===== src/rtl/eth_tx_pkg.sv =====
package eth_tx_pkg;

    localparam int unsigned PRE_BYTES = 7;
    localparam int unsigned MIN_BODY  = 60;
    localparam int unsigned FCS_BYTES = 4;

    localparam logic [7:0]  PRE_BYTE = 8'h55;
    localparam logic [7:0]  SFD_BYTE = 8'hD5;
    localparam logic [7:0]  PAD_BYTE = 8'h00;
    localparam logic [31:0] CRC_INIT = 32'hFFFF_FFFF;
    localparam logic [31:0] CRC_POLY = 32'hEDB8_8320;

    typedef enum logic [2:0] {
        ST_IDLE,
        ST_PRE,
        ST_SFD,
        ST_BODY,
        ST_PAD,
        ST_FCS
    } tx_state_e;

    typedef struct packed {
        logic       valid;
        logic [7:0] data;
    } tx_beat_t;

    // One byte through the reflected CRC-32, lsb first
    function automatic logic [31:0] crc32_step(input logic [31:0] c, input logic [7:0] d);
        logic [31:0] r;
        r = c;
        for (int i = 0; i < 8; i++) begin
            r = (r[0] ^ d[i]) ? ((r >> 1) ^ CRC_POLY) : (r >> 1);
        end
        return r;
    endfunction

endpackage


===== src/rtl/eth_tx_gap.sv =====
module eth_tx_gap #(
    parameter int unsigned IFG_BYTES = 12
) (
    input  logic clk,
    input  logic rst,
    input  logic crs,
    input  logic busy,
    output logic gap_ok
);
    localparam int unsigned GAP_W = $clog2(IFG_BYTES + 1);
    localparam logic [GAP_W-1:0] GAP_MAX = GAP_W'(IFG_BYTES);

    logic [GAP_W-1:0] quiet_q;

    always_ff @(posedge clk) begin
        if (rst) begin
            quiet_q <= '0;
        end else if (crs || busy) begin
            quiet_q <= '0;
        end else if (quiet_q != GAP_MAX) begin
            quiet_q <= quiet_q + 1'b1;
        end
    end

    assign gap_ok = (quiet_q == GAP_MAX);

    AST_GAP_RESTART: assert property (@(posedge clk) disable iff (rst)
        (crs || busy) |=> !gap_ok);

endmodule


===== src/rtl/eth_tx_crc.sv =====
module eth_tx_crc
    import eth_tx_pkg::*;
(
    input  logic        clk,
    input  logic        rst,
    input  logic        clr,
    input  logic        en,
    input  logic [7:0]  din,
    output logic [31:0] crc
);
    logic [31:0] crc_q;

    always_ff @(posedge clk) begin
        if (rst || clr) begin
            crc_q <= CRC_INIT;
        end else if (en) begin
            crc_q <= crc32_step(crc_q, din);
        end
    end

    assign crc = crc_q;

    AST_CRC_PRESET: assert property (@(posedge clk) disable iff (rst)
        clr |=> (crc == CRC_INIT));

endmodule


===== src/rtl/eth_tx_ctrl.sv =====
module eth_tx_ctrl
    import eth_tx_pkg::*;
#(
    parameter int unsigned CNT_W = 11
) (
    input  logic        clk,
    input  logic        rst,
    input  logic        start,
    input  logic [7:0]  fifo_data,
    input  logic        fifo_last,
    input  logic [31:0] crc,
    output logic        fifo_rd_en,
    output logic        crc_clr,
    output logic        crc_en,
    output tx_beat_t    beat
);
    localparam logic [CNT_W-1:0] PRE_LAST  = CNT_W'(PRE_BYTES - 1);
    localparam logic [CNT_W-1:0] BODY_LAST = CNT_W'(MIN_BODY - 1);
    localparam logic [CNT_W-1:0] FCS_LAST  = CNT_W'(FCS_BYTES - 1);

    tx_state_e        st_q;
    logic [CNT_W-1:0] cnt_q;
    logic [31:0]      fcs;
    logic [7:0]       fcs_byte;

    assign fcs = ~crc;

    always_comb begin
        case (cnt_q[1:0])
            2'd0:    fcs_byte = fcs[7:0];
            2'd1:    fcs_byte = fcs[15:8];
            2'd2:    fcs_byte = fcs[23:16];
            default: fcs_byte = fcs[31:24];
        endcase
    end

    always_comb begin
        beat       = '{valid: 1'b0, data: 8'h00};
        fifo_rd_en = 1'b0;
        crc_clr    = 1'b0;
        crc_en     = 1'b0;
        case (st_q)
            ST_PRE:  beat = '{valid: 1'b1, data: PRE_BYTE};
            ST_SFD: begin
                beat    = '{valid: 1'b1, data: SFD_BYTE};
                crc_clr = 1'b1;
            end
            ST_BODY: begin
                beat       = '{valid: 1'b1, data: fifo_data};
                fifo_rd_en = 1'b1;
                crc_en     = 1'b1;
            end
            ST_PAD: begin
                beat   = '{valid: 1'b1, data: PAD_BYTE};
                crc_en = 1'b1;
            end
            ST_FCS:  beat = '{valid: 1'b1, data: fcs_byte};
            default: ;
        endcase
    end

    always_ff @(posedge clk) begin
        if (rst) begin
            st_q  <= ST_IDLE;
            cnt_q <= '0;
        end else begin
            case (st_q)
                ST_IDLE: if (start) begin
                    st_q  <= ST_PRE;
                    cnt_q <= '0;
                end
                ST_PRE: begin
                    if (cnt_q == PRE_LAST) begin
                        st_q <= ST_SFD;
                    end
                    cnt_q <= cnt_q + 1'b1;
                end
                ST_SFD: begin
                    st_q  <= ST_BODY;
                    cnt_q <= '0;
                end
                ST_BODY: begin
                    if (fifo_last) begin
                        if (cnt_q < BODY_LAST) begin
                            st_q  <= ST_PAD;
                            cnt_q <= cnt_q + 1'b1;
                        end else begin
                            st_q  <= ST_FCS;
                            cnt_q <= '0;
                        end
                    end else begin
                        cnt_q <= cnt_q + 1'b1;
                    end
                end
                ST_PAD: begin
                    if (cnt_q == BODY_LAST) begin
                        st_q  <= ST_FCS;
                        cnt_q <= '0;
                    end else begin
                        cnt_q <= cnt_q + 1'b1;
                    end
                end
                ST_FCS: begin
                    if (cnt_q == FCS_LAST) begin
                        st_q <= ST_IDLE;
                    end
                    cnt_q <= cnt_q + 1'b1;
                end
                default: st_q <= ST_IDLE;
            endcase
        end
    end

    AST_MIN_BODY: assert property (@(posedge clk) disable iff (rst)
        (st_q == ST_FCS && $past(st_q) != ST_FCS) |-> ($past(cnt_q) >= BODY_LAST));

    AST_END_FROM_FCS: assert property (@(posedge clk) disable iff (rst)
        $fell(beat.valid) |-> ($past(st_q) == ST_FCS));

endmodule


===== src/rtl/eth_tx_encap.sv =====
module eth_tx_encap
    import eth_tx_pkg::*;
#(
    parameter int unsigned LVL_W     = 12,
    parameter int unsigned IFG_BYTES = 12,
    parameter int unsigned MAX_FRAME = 1518
) (
    input  logic             clk,
    input  logic             rst,
    input  logic [LVL_W-1:0] cfg_threshold,
    input  logic [LVL_W-1:0] fifo_level,
    input  logic             fifo_frame_ready,
    input  logic [7:0]       fifo_data,
    input  logic             fifo_last,
    output logic             fifo_rd_en,
    input  logic             crs,
    output logic             tx_valid,
    output logic [7:0]       tx_data
);
    localparam int unsigned CNT_W = $clog2(MAX_FRAME + 1);

    logic        gap_ok;
    logic        start;
    logic        crc_clr;
    logic        crc_en;
    logic [31:0] crc;
    tx_beat_t    beat;

    assign start = gap_ok && ((fifo_level >= cfg_threshold) || fifo_frame_ready);

    eth_tx_gap #(
        .IFG_BYTES(IFG_BYTES)
    ) u_gap (
        .clk   (clk),
        .rst   (rst),
        .crs   (crs),
        .busy  (beat.valid),
        .gap_ok(gap_ok)
    );

    eth_tx_crc u_crc (
        .clk(clk),
        .rst(rst),
        .clr(crc_clr),
        .en (crc_en),
        .din(beat.data),
        .crc(crc)
    );

    eth_tx_ctrl #(
        .CNT_W(CNT_W)
    ) u_ctrl (
        .clk       (clk),
        .rst       (rst),
        .start     (start),
        .fifo_data (fifo_data),
        .fifo_last (fifo_last),
        .crc       (crc),
        .fifo_rd_en(fifo_rd_en),
        .crc_clr   (crc_clr),
        .crc_en    (crc_en),
        .beat      (beat)
    );

    assign tx_valid = beat.valid;
    assign tx_data  = beat.data;

    AST_PREAMBLE_FIRST: assert property (@(posedge clk) disable iff (rst)
        $rose(tx_valid) |-> (tx_data == PRE_BYTE));

    AST_START_GATED: assert property (@(posedge clk) disable iff (rst)
        $rose(tx_valid) |-> $past(fifo_frame_ready || (fifo_level >= cfg_threshold)));

    AST_GAP_MET: assert property (@(posedge clk) disable iff (rst)
        $rose(tx_valid) |-> $past(gap_ok));

    AST_READ_IN_FRAME: assert property (@(posedge clk) disable iff (rst)
        fifo_rd_en |-> (tx_valid && $past(tx_valid)));

endmodule


===== config.mk =====
export PLATFORM = sky130hd
export DESIGN_NAME = eth_tx_encap
export DESIGN_NICKNAME = d
export VERILOG_FILES = /design/src/rtl/eth_tx_pkg.sv /design/src/rtl/eth_tx_gap.sv /design/src/rtl/eth_tx_crc.sv /design/src/rtl/eth_tx_ctrl.sv /design/src/rtl/eth_tx_encap.sv
export SDC_FILE = /design/constraint.sdc
export NUM_CORES = 1
export LEC_CHECK = 0
export ABC_AREA = 1
export ABC_CLOCK_PERIOD_IN_PS = 2800
export BUFFER_PORTS_ARGS = -buffer_cell sky130_fd_sc_hd__buf_4
export CAP_MARGIN = 20
export CORE_MARGIN = 4
export CORE_UTILIZATION = 60
export CTS_CLUSTER_DIAMETER = 30
export DETAILED_ROUTE_END_ITERATION = 8
export GPL_TIMING_DRIVEN = 0
export PLACE_DENSITY = 0.81
export SLEW_MARGIN = 20
export SYNTH_ARGS = -nofsm -noshare
export SYNTH_HDL_FRONTEND = slang
export SYNTH_HIERARCHICAL = 1
export SYNTH_SLANG_ARGS = --single-unit

===== constraint.sdc =====
create_clock -name clk -period 2.8 [get_ports clk]
set_clock_uncertainty 0.05 [all_clocks]
set_input_delay 0.56 -clock clk [delete_from_list [all_inputs] [get_ports clk]]
set_output_delay 0.56 -clock clk [all_outputs]
set_load 0.05 [all_outputs]

* Yosys cells after proc, flatten, opt, wreduce, memory -nomap -nowiden *
Index checks and enable logic that the tools add are counted.
Widths: inputs -> output; s select.

storage, ports and cells
  input bits = 37
  logic and storage cells = 79
  latch bits = 0
  ROM bits = 0
  register bits after elaboration = 50
  memories = 0
  RAM bits = 0
  output and inout port bits = 10

cells by class
  eq/ne operators = 17
  shift operators = 0
  add/sub/neg operators = 2
  order comparisons = 2
  multipliers = 0
  bitwise gates (word level) = 17
  divide/modulo/power cells = 0
  reductions and logical operators = 12
  mux-type cells = 25

operators by type and width
  operator               count
  $mux 32                8
  $not 13->14            8
  $pmux 11 s5            1
  $pmux 9 s5             1
  $mux 11                4
  $not 32->32            1
  $pmux 8 s3             1
  $pmux 3 s6             1
  $mux 3                 5
  $ge 12x12->1           1
  $add 11x1->11 const B  1
  $eq 11x2->1 const B    1
  $eq 11x3->1 const B    1
  $eq 11x6->1 const B    1
  $lt 11x6->1 const B    1
  $xor 1x1->1            8
  $eq 3x2->1 const B     2
  $eq 3x3->1 const B     2
  $ne 2x1->1 const B     3
  $reduce_or 2->1        3
  $reduce_and 5->1       1
  $reduce_bool 5->1      1
  $add 4x1->4 const B    1
  $eq 4x4->1 const B     1
  other kinds (11)       17

* Logic depth before layout (Yosys ltp) *
  word-level depth = 19
  mapped depth = 19
  depth with buffers taken out = 19

* Modules after synthesis *
The synthesis kept the hierarchy.

by module, submodules not included
  module        times used  sequential area each (um^2)  cells an instance  area each (um^2)
  eth_tx_crc    1           640.6                        377                2280.9
  eth_tx_ctrl   1           280.3                        238                1375.1
  eth_tx_encap  1           0.0                          62                 351.6
  eth_tx_gap    1           80.1                         38                 241.5

* Worst setup path after synthesis *
No wires, ideal clock.

  path kind = reg2reg
  start = register u_ctrl.st_q[1]
  end = register u_crc.crc_q[24], in the netlist u_crc/crc[24]
  period minus slack after synthesis = 3.271 ns
  stages on the path, launching flop included = 17
  slack = -0.471 ns
  library setup time = 0.115 ns
  required time = 2.635 ns
  arrival time = 3.106 ns
  cells stage by stage = dfxtp_1 inv_1 nand2_1 nor2_1 inv_1 nand2_1 inv_1 a21oi_1 nand2_2 nand2_4 nand2_4 nand2_2 nand2_2 nand2_1 nand3_1 nand3_1 nand2_1

on the way
  word-level cells in the longest chain between the ends = 16
  elaborated cells between the ends (all ways) = 29
  classes of those cells = eq/ne (5); mux (11); bitwise (11); reduce/logical (2)

RTL lines
  item                                RTL line            RTL
  start, declared                     eth_tx_ctrl.sv:21   tx_state_e st_q;
  start signal, assigned              eth_tx_ctrl.sv:64   st_q <= ST_IDLE;
  start signal, assigned              eth_tx_ctrl.sv:69   st_q <= ST_PRE;
  start signal, assigned              eth_tx_ctrl.sv:74   st_q <= ST_SFD;
  $eq 3x3->1 (tied with other cells)  eth_tx_ctrl.sv:42   case (st_q)
  $pmux 9 s5 (*)                      eth_tx_ctrl.sv:42
  named net tx_data[0]                eth_tx_encap.sv:18  output logic [7:0] tx_data
  $xor 1x1->1 (*)                     eth_tx_pkg.sv:32    r = (r[0] ^ d[i]) ? ((r >> 1) ^ CRC_POLY) : (r >> 1);
  $mux 32 (*)                         eth_tx_pkg.sv:32
  $not 13->14 (no line)               --
  $mux 32 (*)                         eth_tx_pkg.sv:32
  $not 13->14 (no line)               --
  $mux 32 (*) (2 in series)           eth_tx_pkg.sv:32
  $not 13->14 (no line)               --
  $mux 32 (*)                         eth_tx_pkg.sv:32
  $not 13->14 (no line)               --
  $mux 32 (*) (2 in series)           eth_tx_pkg.sv:32
  $not 13->14 (no line)               --
  $mux 32 (*)                         eth_tx_pkg.sv:32
  end signal, assigned                eth_tx_crc.sv:17    crc_q <= crc32_step(crc_q, din);
  end, declared                       eth_tx_crc.sv:11    logic [31:0] crc_q;

The timed path passes the listed nets; every way through them passes the cells marked *.
A chain may end at the register's enable or synchronous reset.

* Worst setup path in the final report *
  start = register u_ctrl.cnt_q[1]
  end = register u_crc.crc_q[2], in the netlist u_crc/crc[2]

on the way
  word-level cells in the longest chain between the ends = 14
  elaborated cells between the ends (all ways) = 18
  classes of those cells = eq/ne (2); mux (10); bitwise (5); reduce/logical (1)

RTL lines
  item                                RTL line           RTL
  start, declared                     eth_tx_ctrl.sv:22  logic [CNT_W-1:0] cnt_q;
  start signal, assigned              eth_tx_ctrl.sv:76  cnt_q <= cnt_q + 1'b1;
  start signal, assigned              eth_tx_ctrl.sv:86  cnt_q <= cnt_q + 1'b1;
  start signal, assigned              eth_tx_ctrl.sv:92  cnt_q <= cnt_q + 1'b1;
  $eq 2x2->1 (tied with other cells)  eth_tx_ctrl.sv:29  case (cnt_q[1:0])
  $pmux 8 s3 (*)                      eth_tx_ctrl.sv:29
  $pmux 9 s5 (*)                      eth_tx_ctrl.sv:42
  $xor 1x1->1                         eth_tx_pkg.sv:32
  $mux 32                             eth_tx_pkg.sv:32
  $not 13->14 (no line)               --
  $mux 32 (3 in series)               eth_tx_pkg.sv:32
  $not 13->14 (no line)               --
  $mux 32 (*) (4 in series)           eth_tx_pkg.sv:32

Mark *: on every way between the ends. The rest lies on a longest branch, timed or not.

==> results.yml <==
run_status:
  run_status: "completed"
sta:
  maxClockFrequency_mhz: 381.1
  final_min_period_over_clock_period: 0.9371
  clock_period_minus_worst_slack_ps: 2624
  timing_hold_violations_final: 0
  timing_max_transition_violations_final: 0
  worst_slack_ps: 176.2
  slew_headroom: 0.5676
  worst-slew-pin-transition_ps: 648.7
  final-setup-viol-count: 0
cts:
  insertion_delay_ps: 310
  clock_root_buffer: "sky130_fd_sc_hd__clkbuf_8"
  htreeDepth: 2
  cts.clk_slew.worst_paths_ps: 90
  cts-buffers-inserted: 5
  cts_tree: "done"
  cts.path.max_buffers: 2
  numClockSinks: 50
  cts.hold.buffers_added: 0
synthesis:
  post_synth.cell_area_avg_um2: 5.943
  yosys_register_bits: 50
  synth_sequential_area_ratio: 0.2356
  postSynthCellCount: 715
  yosysUniqueCellTypes: 33
  synthesis.nets: 771
  synthesis.yosys.warnings: 6
  netlist_area_um2: 4249
routing:
  route.final.wire_length_um: 12280
  final_antenna_net_count: 0
  drtPass1Iterations: 5
  num_vias: 4665
  route.detailed.vias_per_inst: 5.399
  routedWlPerCell_um: 14.21
  remaining_drc_errors: 0
  first_iter_violations: 369
global_routing:
  gr-total-overflow: 0
  number_of_antenna_violations_at_the_first_check_in_global_routing: 0
  global_route_wire_length_before_repair_um: 19730
  grt_pass1_vias: 4254
  grt_usage: 0.2895
  grt_max_degree: 15
worst_setup_path:
  worst-endpoint-arrival_ps: 2770
  endpoint_kind: "flop"
  rr_worst_depth: 18
  setup.worst_path.class: "flop to flop"
  critical_path_required_ps: 2940
  path_max_fanout: 10
  critical_path_launch_point_type: "flop"
floorplanning:
  die_area_um2: 8493
  core_um2: 6832
  die-height_um: 92.16
  die-width_um: 92.16
  standard_cell_row_count: 30
  top_level_ports: 47
  initial_utilization: 0.6220
finish:
  layout.area.seq_um2: 1003
  synthToLayoutAreaGrowth_pct: 16.23
  design_area_um2: 4938
  fillerInstances: 614
  multiInputGateArea_um2: 2868
  antennaDiodeCount: 0
  final_net_count: 824
  ratio_of_cells_with_drive_above_1_in_the_final_layout: 0.1810
pwr:
  pwr_dens_nw_per_um2: 1216
  power_leakage_uw: 0.002523
  irDropWorstVdd_mv: 0.8297
placed_design:
  dp_worst_setup_slack_ps: -195.8
  detailed_place.area_um2: 4811
  placement.io_buffers: 46
  place_hpwl_um: 9240
  place.gp.congestion: 0.9700
hold_path:
  hold_path.class: "flop to flop"
  holdPathStages: 2
job:
  timing.max_cap.violations: 0
[through the flow]
stage / hold WS [ps] / utilization / power, µW / instances / TNS [ps]
4_1_cts: 481.3 / 0.7194 / 5860 / 865 / 0
6_report: 482.3 / 0.7229 / 6006 / 864 / 0
3_5_place_dp: 457.3 / 0.7042 / 5369 / 857 / -1022
5_1_grt: 510.3 / 0.7229 / 6512 / 864 / -3.270
2_1_floorplan: 413.8 / - / 4350 / 715 / 0
3_3_place_gp: 455.9 / 0.7042 / 5260 / 857 / -311.2
[report_power, final]
| part | switching [µW] | total [µW] | leakage [µW] | internal (µW) |
|---|---|---|---|---|
| combinational | 3050 | 4440 | 0.00207 | 1380 |
| sequential | 234 | 1150 | 0.000409 | 918 |
| clock | 250 | 419 | 0.0000438 | 169 |
[per-layer routing]
layer,GRT usage,part of all wire
met5,0,0
met4,0.09530,0.023
met3,0.05824,0.11
met2,0.4775,0.44
met1,0.3774,0.43
[synthesized netlist by cell type]
library cell	number	area [µm²]
sky130_fd_sc_hd__dfxtp_1	50	1001
sky130_fd_sc_hd__buf_4	3	22.52
sky130_fd_sc_hd__nand3_2	3	30.03
sky130_fd_sc_hd__o21ai_0	14	70.07
sky130_fd_sc_hd__nand2_4	6	67.56
sky130_fd_sc_hd__or2_2	2	12.51
sky130_fd_sc_hd__buf_6	1	11.26
sky130_fd_sc_hd__a21oi_1	70	350.3
sky130_fd_sc_hd__xnor2_1	3	26.28
sky130_fd_sc_hd__o221ai_1	8	70.07
sky130_fd_sc_hd__nor2_2	4	25.02
sky130_fd_sc_hd__nor3_2	1	10.01
sky130_fd_sc_hd__o21a_1	1	7.510
sky130_fd_sc_hd__xor2_1	22	192.7
sky130_fd_sc_hd__ha_1	19	237.7
sky130_fd_sc_hd__a211o_1	1	8.760
sky130_fd_sc_hd__clkbuf_1	9	33.78
sky130_fd_sc_hd__nand3b_1	3	22.52
sky130_fd_sc_hd__inv_1	103	386.6
sky130_fd_sc_hd__clkinv_1	2	7.510
sky130_fd_sc_hd__o21ai_1	4	20.02
sky130_fd_sc_hd__nor2_4	3	33.78
sky130_fd_sc_hd__nand2_1	238	893.4
sky130_fd_sc_hd__nand2_2	31	193.9
sky130_fd_sc_hd__nand3_1	50	250.2
sky130_fd_sc_hd__nand4_1	1	6.260
sky130_fd_sc_hd__a21boi_0	1	7.510
sky130_fd_sc_hd__nor3_1	6	30.03
sky130_fd_sc_hd__nor2_1	45	168.9
sky130_fd_sc_hd__buf_2	1	5.000
sky130_fd_sc_hd__inv_2	8	30.03
sky130_fd_sc_hd__a21oi_2	1	8.760
sky130_fd_sc_hd__o211ai_1	1	7.510
[registers in the layout, summed over array words and instances (netlist names)]
register       cells
u_crc/crc         32
u_ctrl/st_q        3
u_ctrl/cnt_q      11
u_gap/quiet_q      4
[cell families after synthesis]
logic type                 Yosys count  synth area share
AOI/OAI and AO/OA                  101            0.1296
and+or+nand+nor                    393            0.4105
xor gates and xnor gates            25           0.05153
buffers and inverters              127            0.1169
DFF                                 50            0.2356
adders and majority gates           19           0.05595
[critical path, cell delays in order, from the launching register on]
cell and delay, ps:
sky130_fd_sc_hd__dfxtp_2 380, sky130_fd_sc_hd__ha_1 180, sky130_fd_sc_hd__buf_4 200, sky130_fd_sc_hd__buf_4 220, sky130_fd_sc_hd__a21oi_1 60, sky130_fd_sc_hd__o221ai_1 80, sky130_fd_sc_hd__nand2_1 130, sky130_fd_sc_hd__a21oi_4 200
sky130_fd_sc_hd__inv_2 60, sky130_fd_sc_hd__nand2_1 100, sky130_fd_sc_hd__nand2_2 110, sky130_fd_sc_hd__nand2_1 160, sky130_fd_sc_hd__nand2_2 100, sky130_fd_sc_hd__nand2_2 100, sky130_fd_sc_hd__nand2_2 140, sky130_fd_sc_hd__nand2_1 90
sky130_fd_sc_hd__nand2_1 60, sky130_fd_sc_hd__nand2_1 50, sky130_fd_sc_hd__nand2_1 50
[final timing paths]
check,from,endpoint,slack [ps]
max,u_ctrl/cnt_q[1],u_crc/crc[2],180
min,u_crc/crc[9],u_crc/crc[9],480
max reg2reg,u_ctrl/cnt_q[1],u_crc/crc[2],180
min reg2reg,u_crc/crc[9],u_crc/crc[9],480
[layout make-up]
cell class / count / share of cell area
well taps: 96 / 0.02432
flip-flops and latches: 50 / 0.2032
clock buffers: 5 / 0.01393
inverters: 113 / 0.08715
multi-input cells: 538 / 0.5807
repair buffers: 47 / 0.07398
clock inverters: 2 / 0.002027
plain buffers: 13 / 0.01469
[cell usage in the layout (no fill, tap or decap), types with 2 or more instances in the layout]
cell	n
sky130_fd_sc_hd__inv_1	102
sky130_fd_sc_hd__nor2_4	3
sky130_fd_sc_hd__xor2_1	22
sky130_fd_sc_hd__a21oi_4	8
sky130_fd_sc_hd__inv_2	8
sky130_fd_sc_hd__nor2_2	6
sky130_fd_sc_hd__dfxtp_1	48
sky130_fd_sc_hd__clkinv_2	2
sky130_fd_sc_hd__nand2_1	234
sky130_fd_sc_hd__nand2_2	34
sky130_fd_sc_hd__nor2_1	43
sky130_fd_sc_hd__nand2_4	7
sky130_fd_sc_hd__a21oi_1	61
sky130_fd_sc_hd__nor3_1	6
sky130_fd_sc_hd__o21ai_1	4
sky130_fd_sc_hd__xnor2_1	3
sky130_fd_sc_hd__dfxtp_2	2
sky130_fd_sc_hd__o221ai_1	8
sky130_fd_sc_hd__nand3_2	3
sky130_fd_sc_hd__o21ai_0	14
sky130_fd_sc_hd__ha_1	18
sky130_fd_sc_hd__nand3b_1	3
sky130_fd_sc_hd__a21oi_2	2
sky130_fd_sc_hd__nand3_1	50
sky130_fd_sc_hd__clkbuf_8	5
sky130_fd_sc_hd__buf_4	50
sky130_fd_sc_hd__clkbuf_1	7
sky130_fd_sc_hd__or2_2	2
[timing repair]
item                                    in CTS  in global routing
resized for setup                            3                 12
setup buffers                                1                  0
endpoints found under the setup margin      17                 32
No activity file was read; power rests on OpenSTA's default activity.
